<file path="config.mk">
export PLATFORM = sky130hd
export DESIGN_NAME = slicer_thr_ctrl
export DESIGN_NICKNAME = d
export VERILOG_FILES = /design/src/rtl/slicer_thr_pkg.sv /design/src/rtl/slicer_duty_detect.sv /design/src/rtl/slicer_code_stepper.sv /design/src/rtl/slicer_slot_store.sv /design/src/rtl/slicer_thr_ctrl.sv
export SDC_FILE = /design/constraint.sdc
export NUM_CORES = 1
export LEC_CHECK = 0
export BUFFER_PORTS_ARGS = -buffer_cell sky130_fd_sc_hd__buf_2
export CORE_MARGIN = 1
export CORE_UTILIZATION = 50
export CTS_BUF_LIST = sky130_fd_sc_hd__clkbuf_8 sky130_fd_sc_hd__clkbuf_16
export DETAILED_ROUTE_END_ITERATION = 8
export GPL_TIMING_DRIVEN = 0
export PLACE_DENSITY = 0.67
export SYNTH_ARGS = -nofsm -noshare
export SYNTH_HDL_FRONTEND = slang
export SYNTH_SLANG_ARGS = --single-unit
</file>
<file path="constraint.sdc">
create_clock -name clk -period 4.8 [get_ports clk]
set_input_delay 0.24 -clock clk [delete_from_list [all_inputs] [get_ports clk]]
set_output_delay 0.24 -clock clk [all_outputs]
set_load 0.02 [all_outputs]
</file>
<file path="src/rtl/slicer_thr_pkg.sv">
// Shared constants and types for the slicer threshold controller.
// Assumes: 8-bit DAC code and 8-bit groups as the defaults.
package slicer_thr_pkg;
    localparam int unsigned DEF_CODE_W    = 8;
    localparam int unsigned DEF_NUM_SLOTS = 12;
    localparam int unsigned DEF_GROUP_LEN = 8;

    typedef enum logic [1:0] {
        STEP_HOLD = 2'd0,
        STEP_UP   = 2'd1,
        STEP_DOWN = 2'd2
    } step_dir_e;
endpackage

</file>
<file path="src/rtl/slicer_duty_detect.sv">
// Counts sampled bits in groups of GROUP_LEN and, on the last sample of a
// group, tells whether ones or zeros were in the majority.
// Assumes: restart is a one-cycle pulse at window open; a sample on the
// same cycle counts as the group's first bit. GROUP_LEN is at least 2.
module slicer_duty_detect
    import slicer_thr_pkg::*;
#(
    parameter int unsigned GROUP_LEN = DEF_GROUP_LEN
) (
    input  logic      clk,
    input  logic      rst_n,
    input  logic      restart,
    input  logic      sample,
    input  logic      bit_in,
    output step_dir_e step
);
    localparam int unsigned CNT_W  = $clog2(GROUP_LEN);
    localparam int unsigned ONES_W = $clog2(GROUP_LEN + 1);

    logic [CNT_W-1:0]  cnt_q;
    logic [CNT_W-1:0]  base_cnt;
    logic [ONES_W-1:0] ones_q;
    logic [ONES_W-1:0] base_ones;
    logic [ONES_W-1:0] ones_tot;
    logic              last;

    // Majority decision on the group's final sample.
    always_comb begin
        base_cnt  = restart ? '0 : cnt_q;
        base_ones = restart ? '0 : ones_q;
        ones_tot  = base_ones + ONES_W'(bit_in);
        last      = (base_cnt == CNT_W'(GROUP_LEN - 1));
        step      = STEP_HOLD;
        if (sample && last) begin
            if ({ones_tot, 1'b0} > (ONES_W + 1)'(GROUP_LEN))
                step = STEP_UP;
            else if ({ones_tot, 1'b0} < (ONES_W + 1)'(GROUP_LEN))
                step = STEP_DOWN;
        end
    end

    // Sample and ones counters, cleared at group end or restart.
    always_ff @(posedge clk) begin
        if (!rst_n) begin
            cnt_q  <= '0;
            ones_q <= '0;
        end else if (sample) begin
            if (last) begin
                cnt_q  <= '0;
                ones_q <= '0;
            end else begin
                cnt_q  <= base_cnt + CNT_W'(1);
                ones_q <= ones_tot;
            end
        end else if (restart) begin
            cnt_q  <= '0;
            ones_q <= '0;
        end
    end
endmodule

</file>
<file path="src/rtl/slicer_code_stepper.sv">
// Holds the threshold code; loads a preset value or moves it by one LSB
// with saturation at both rails.
// Assumes: load and step may coincide; the step applies to the loaded value.
module slicer_code_stepper
    import slicer_thr_pkg::*;
#(
    parameter int unsigned CODE_W     = DEF_CODE_W,
    parameter int unsigned RESET_CODE = 1 << (DEF_CODE_W - 1)
) (
    input  logic              clk,
    input  logic              rst_n,
    input  logic              load,
    input  logic [CODE_W-1:0] load_val,
    input  step_dir_e         step,
    output logic [CODE_W-1:0] code
);
    logic [CODE_W-1:0] base;
    logic [CODE_W-1:0] code_nx;

    // Next code: preset first, then saturating step.
    always_comb begin
        base    = load ? load_val : code;
        code_nx = base;
        if (step == STEP_UP && base != '1)
            code_nx = base + CODE_W'(1);
        else if (step == STEP_DOWN && base != '0)
            code_nx = base - CODE_W'(1);
    end

    // Code register.
    always_ff @(posedge clk) begin
        if (!rst_n) code <= CODE_W'(RESET_CODE);
        else        code <= code_nx;
    end
endmodule

</file>
<file path="src/rtl/slicer_slot_store.sv">
// Per-timeslot store of converged codes: asynchronous read, one write port.
// Assumes: an index at or beyond NUM_SLOTS reads INIT_CODE and never writes.
module slicer_slot_store
    import slicer_thr_pkg::*;
#(
    parameter int unsigned NUM_SLOTS = DEF_NUM_SLOTS,
    parameter int unsigned CODE_W    = DEF_CODE_W,
    parameter int unsigned IDX_W     = $clog2(DEF_NUM_SLOTS),
    parameter int unsigned INIT_CODE = 1 << (DEF_CODE_W - 1)
) (
    input  logic              clk,
    input  logic              rst_n,
    input  logic [IDX_W-1:0]  rd_idx,
    output logic [CODE_W-1:0] rd_data,
    input  logic              we,
    input  logic [IDX_W-1:0]  wr_idx,
    input  logic [CODE_W-1:0] wr_data
);
    logic [CODE_W-1:0] entry_q [NUM_SLOTS];

    // Read mux with a mid-scale default for unmapped indices.
    always_comb begin
        rd_data = CODE_W'(INIT_CODE);
        for (int i = 0; i < NUM_SLOTS; i++)
            if (rd_idx == IDX_W'(i)) rd_data = entry_q[i];
    end

    // Entry registers, reset to mid-scale, written at window close.
    always_ff @(posedge clk) begin
        for (int i = 0; i < NUM_SLOTS; i++) begin
            if (!rst_n)
                entry_q[i] <= CODE_W'(INIT_CODE);
            else if (we && wr_idx == IDX_W'(i))
                entry_q[i] <= wr_data;
        end
    end
endmodule

</file>
<file path="src/rtl/slicer_thr_ctrl.sv">
// Top of the duty-cycle threshold loop. Finds window open and close edges,
// latches the slot at open, preloads the code from the slot store, steps it
// from the duty detector while the window is open, and writes it back at
// close.
// Assumes: win_en covers the alternating preamble only; bit_tick is a
// one-cycle strobe per recovered bit.
module slicer_thr_ctrl
    import slicer_thr_pkg::*;
#(
    parameter int unsigned CODE_W    = DEF_CODE_W,
    parameter int unsigned NUM_SLOTS = DEF_NUM_SLOTS,
    parameter int unsigned GROUP_LEN = DEF_GROUP_LEN
) (
    input  logic                         clk,
    input  logic                         rst_n,
    input  logic                         win_en,
    input  logic                         bit_tick,
    input  logic                         slicer_bit,
    input  logic [$clog2(NUM_SLOTS)-1:0] slot_idx,
    output logic [CODE_W-1:0]            dac_code
);
    localparam int unsigned SLOT_W   = $clog2(NUM_SLOTS);
    localparam int unsigned MID_CODE = 1 << (CODE_W - 1);

    logic              win_q;
    logic              open_evt;
    logic              close_evt;
    logic [SLOT_W-1:0] slot_q;
    logic [CODE_W-1:0] preload;
    step_dir_e         step;

    // Window edge detection.
    always_comb begin
        open_evt  = win_en & ~win_q;
        close_evt = ~win_en & win_q;
    end

    // Delayed window and slot latched at window open.
    always_ff @(posedge clk) begin
        if (!rst_n) begin
            win_q  <= 1'b0;
            slot_q <= '0;
        end else begin
            win_q <= win_en;
            if (open_evt) slot_q <= slot_idx;
        end
    end

    slicer_slot_store #(
        .NUM_SLOTS (NUM_SLOTS),
        .CODE_W    (CODE_W),
        .IDX_W     (SLOT_W),
        .INIT_CODE (MID_CODE)
    ) u_store (
        .clk     (clk),
        .rst_n   (rst_n),
        .rd_idx  (slot_idx),
        .rd_data (preload),
        .we      (close_evt),
        .wr_idx  (slot_q),
        .wr_data (dac_code)
    );

    slicer_duty_detect #(
        .GROUP_LEN (GROUP_LEN)
    ) u_detect (
        .clk     (clk),
        .rst_n   (rst_n),
        .restart (open_evt),
        .sample  (win_en & bit_tick),
        .bit_in  (slicer_bit),
        .step    (step)
    );

    slicer_code_stepper #(
        .CODE_W     (CODE_W),
        .RESET_CODE (MID_CODE)
    ) u_stepper (
        .clk      (clk),
        .rst_n    (rst_n),
        .load     (open_evt),
        .load_val (preload),
        .step     (step),
        .code     (dac_code)
    );
endmodule

</file>
==> impl_metrics.toml <==
[outcome]
status = "completed"

[floorplan]
core_mm2 = 0.0121
die_x_um = 114
die_area_mm2 = 0.0130
ios = 17
row_count = 40
initial_core_util_pct = 51.7
dieHeight_um = 114

[route]
antenna_left = 0
post_drt_wl_per_cell_um = 22.2
drc = 0
drt_pass1_iterations = 5
drt-initial-drc-count = 536
vias = 4910
wirelength_um = 17600
avgViaCountPerCell = 6.19

[min_path]
worstHoldPathCells = 3
hold_end = "u_detect.cnt_q[1]"
hold_class = "input port to register"
worstHoldStart = "bit_tick"

[cells_and_area]
syn_to_final_growth_pct = 13.3
finalCoreUtilization_pct = 58.6
seq_area_mm2 = 0.00328
antenna_cells = 0
layout-drive-gt1-share_pct = 13.9
nets = 628
multi_input_area_mm2 = 0.00274
fillers = 1028

[setup_path]
crit_family = "compound AO/OA/AOI/OAI gates"
cp.required_ps = 5100
worstPathArrival_ps = 4470
worstSetupStartpointType = "register"
crit_type = "register to register"
reg2reg_slack_ps = 630
rr_worst_depth = 13
slowest_delay_ps = 890
cp-end-kind = "register"
r2r-start = "win_q"
cpMaxStageDelayCell = "a2111oi_0"
worstReg2RegEnd = "u_stepper.code[6]"
crit_buf_inv = 3
critPathMaxFanout = 10
path_cells = "nand2b_1 > buf_2 > clkbuf_1 > clkbuf_1 > and2_1 > ha_1 > ha_1 > nand3_1 > a2111oi_0 > nand2_1 > a211oi_1 > a31oi_1 > mux2i_1"

[synth]
synth_most_common_cell = "edfxtp_1"
async_reset_ff_share_pct = 0
ys_warn_count = 0
ys_seq_elements = 116
synth_seq_area_share_pct = 52.4
synth_top_cell_by_area = "edfxtp_1"
ys_top_cells_by_area = "edfxtp_1, and2_1, dfxtp_1"
synthesis.area_mm2 = 0.00627
yosysUniqueCellTypes = 81
synth-main-ff-cell = "edfxtp_1"
avgSynthCellArea_um2 = 10.8
synth_edf_count = 96
yosysTopAreaCellShare_pct = 46.0
synth_nets = 595
synthCells = 579
ys_top_cells_by_count = "edfxtp_1, and2_1, nor2_1"

[clock_tree]
path_clk_slew_ps = 50
cts_tree = "yes"
root_buffer = "clkbuf_16"
h-tree-depth = 4
insertion_delay_ps = 420
cts.sinks = 116
cts-buffers-inserted = 17
clk_path_buf_depth = 2
cts-resized-gates = 0
cts_setup_buffers = 0
cts_hold_buf = 0

[timing]
slew_headroom_pct = 3.15
finalClockSkew_ps = 10.9
fin_crit_ps = 4170
tns_ps = 0
finalHoldViolations = 0
tightest_slew_ps = 1440
period_share_pct = 86.8
setup_viol = 0
max_freq_mhz = 240
rsz0062_at_grt = "false"
slew_violations = 0

[place]
numPortBuffers = 14
dpl.hpwl_um = 12300
globalplace.congestion = 0.950

[power_and_ir_drop]
powerDensity_mw_per_mm2 = 368
irDropWorstVdd_uv = 231
power_leakage_nw = 2.57

[global_routing]
grt_pass1_wl_um = 27000
overflow = 0
grt_pass1_vias = 4602
grt_usage_pct = 28.9
grt_start_max_net_pins = 17
antenna_found_initial = 0

[run]
maxCapViolations = 0
## cells by family after synthesis
| logic type | Yosys count | synth area share (%) |
|---|---|---|
| flops | 116 | 52.4 |
| fa+ha+maj | 7 | 1.40 |
| simple gates | 253 | 23.4 |
| xor+xnor | 2 | 0.280 |
| buf+inv | 47 | 3.89 |
| mux | 17 | 2.93 |
| compound gates | 137 | 15.8 |
## routing by layer
layer	vias to the layer above	part of all wire, %	track usage, %
met5	-	0	0
met2	301	45	42.8
li1	2213	-	-
met3	37	9.5	6.00
met1	2359	43	41.0
met4	0	2.6	12.5
## final cells by class
class / count / area share [%]
Tap cell: 168 / 2.96
Multi-Input combinational cell: 416 / 38.6
Clock inverter: 15 / 1.76
Clock buffer: 17 / 5.99
Sequential cell: 116 / 46.3
Inverter: 8 / 0.423
Buffer: 39 / 3.01
Timing Repair Buffer: 14 / 0.987
## cell usage in the layout (no fill, tap or decap), drive strengths merged, types with 4 or more instances in the layout
| cell | n |
|---|---|
| nand4b | 4 |
| dfxtp | 20 |
| a31oi | 11 |
| a221o | 4 |
| or3 | 18 |
| nor3b | 4 |
| edfxtp | 96 |
| or2 | 5 |
| inv | 9 |
| a21oi | 30 |
| nor3 | 12 |
| nor2b | 4 |
| nor2 | 38 |
| and2 | 92 |
| o21ai | 29 |
| ha | 7 |
| nand2b | 13 |
| clkbuf | 36 |
| a2111oi | 5 |
| o22ai | 4 |
| buf | 34 |
| nand2 | 34 |
| clkinv | 9 |
| o21a | 5 |
| mux2i | 15 |
| nand3 | 10 |
## state kept, by name, indices dropped and copies added, names as in the netlist
signal           count
slot_q               4
win_q                1
u_detect.cnt_q       3
u_store.entry_q     96
u_detect.ones_q      4
u_stepper.code       8
## worst register-to-register path: stages (launching register included)
cell and delay [ps]:
dfxtp_1 370, nand2b_1 110, buf_2 230, clkbuf_1 400
clkbuf_1 390, and2_1 220, ha_1 160, ha_1 250
nand3_1 130, a2111oi_0 890, nand2_1 190, a211oi_1 400
a31oi_1 170, mux2i_1 140
## through the flow
step           area [um2]  std cells  hold slack [ps]  power, mW  setup WS, ps
6_report             7100        793              124       2.61           632
5_1_grt              7100        793              134       2.68           269
4_1_cts              7100        793              109       2.61           675
3_5_place_dp         6550        761              477       1.43           725
3_3_place_gp         6550        761              467       1.43           800
2_1_floorplan        6270        579              387       1.34          1640
## report_power, final
part / switching (mW) / internal, mW / leakage, nW
registers: 0.0229 / 1.13 / 1.11
clock network: 0.446 / 0.746 / 0.275
logic: 0.186 / 0.0861 / 1.18
## how the worst max path moves through the flow
stage           start                end  slack (ps)  cells past startpoint
2_1_floorplan  win_en  u_stepper.code[6]        1640                     14
3_3_place_gp   win_en  u_stepper.code[6]         800                     14
3_5_place_dp   win_en  u_stepper.code[6]         730                     14
4_1_cts         win_q  u_stepper.code[6]         670                     13
5_1_grt         win_q  u_stepper.code[6]         270                     13
6_report        win_q  u_stepper.code[6]         630                     13
Power figures use the tool's default switching activity.
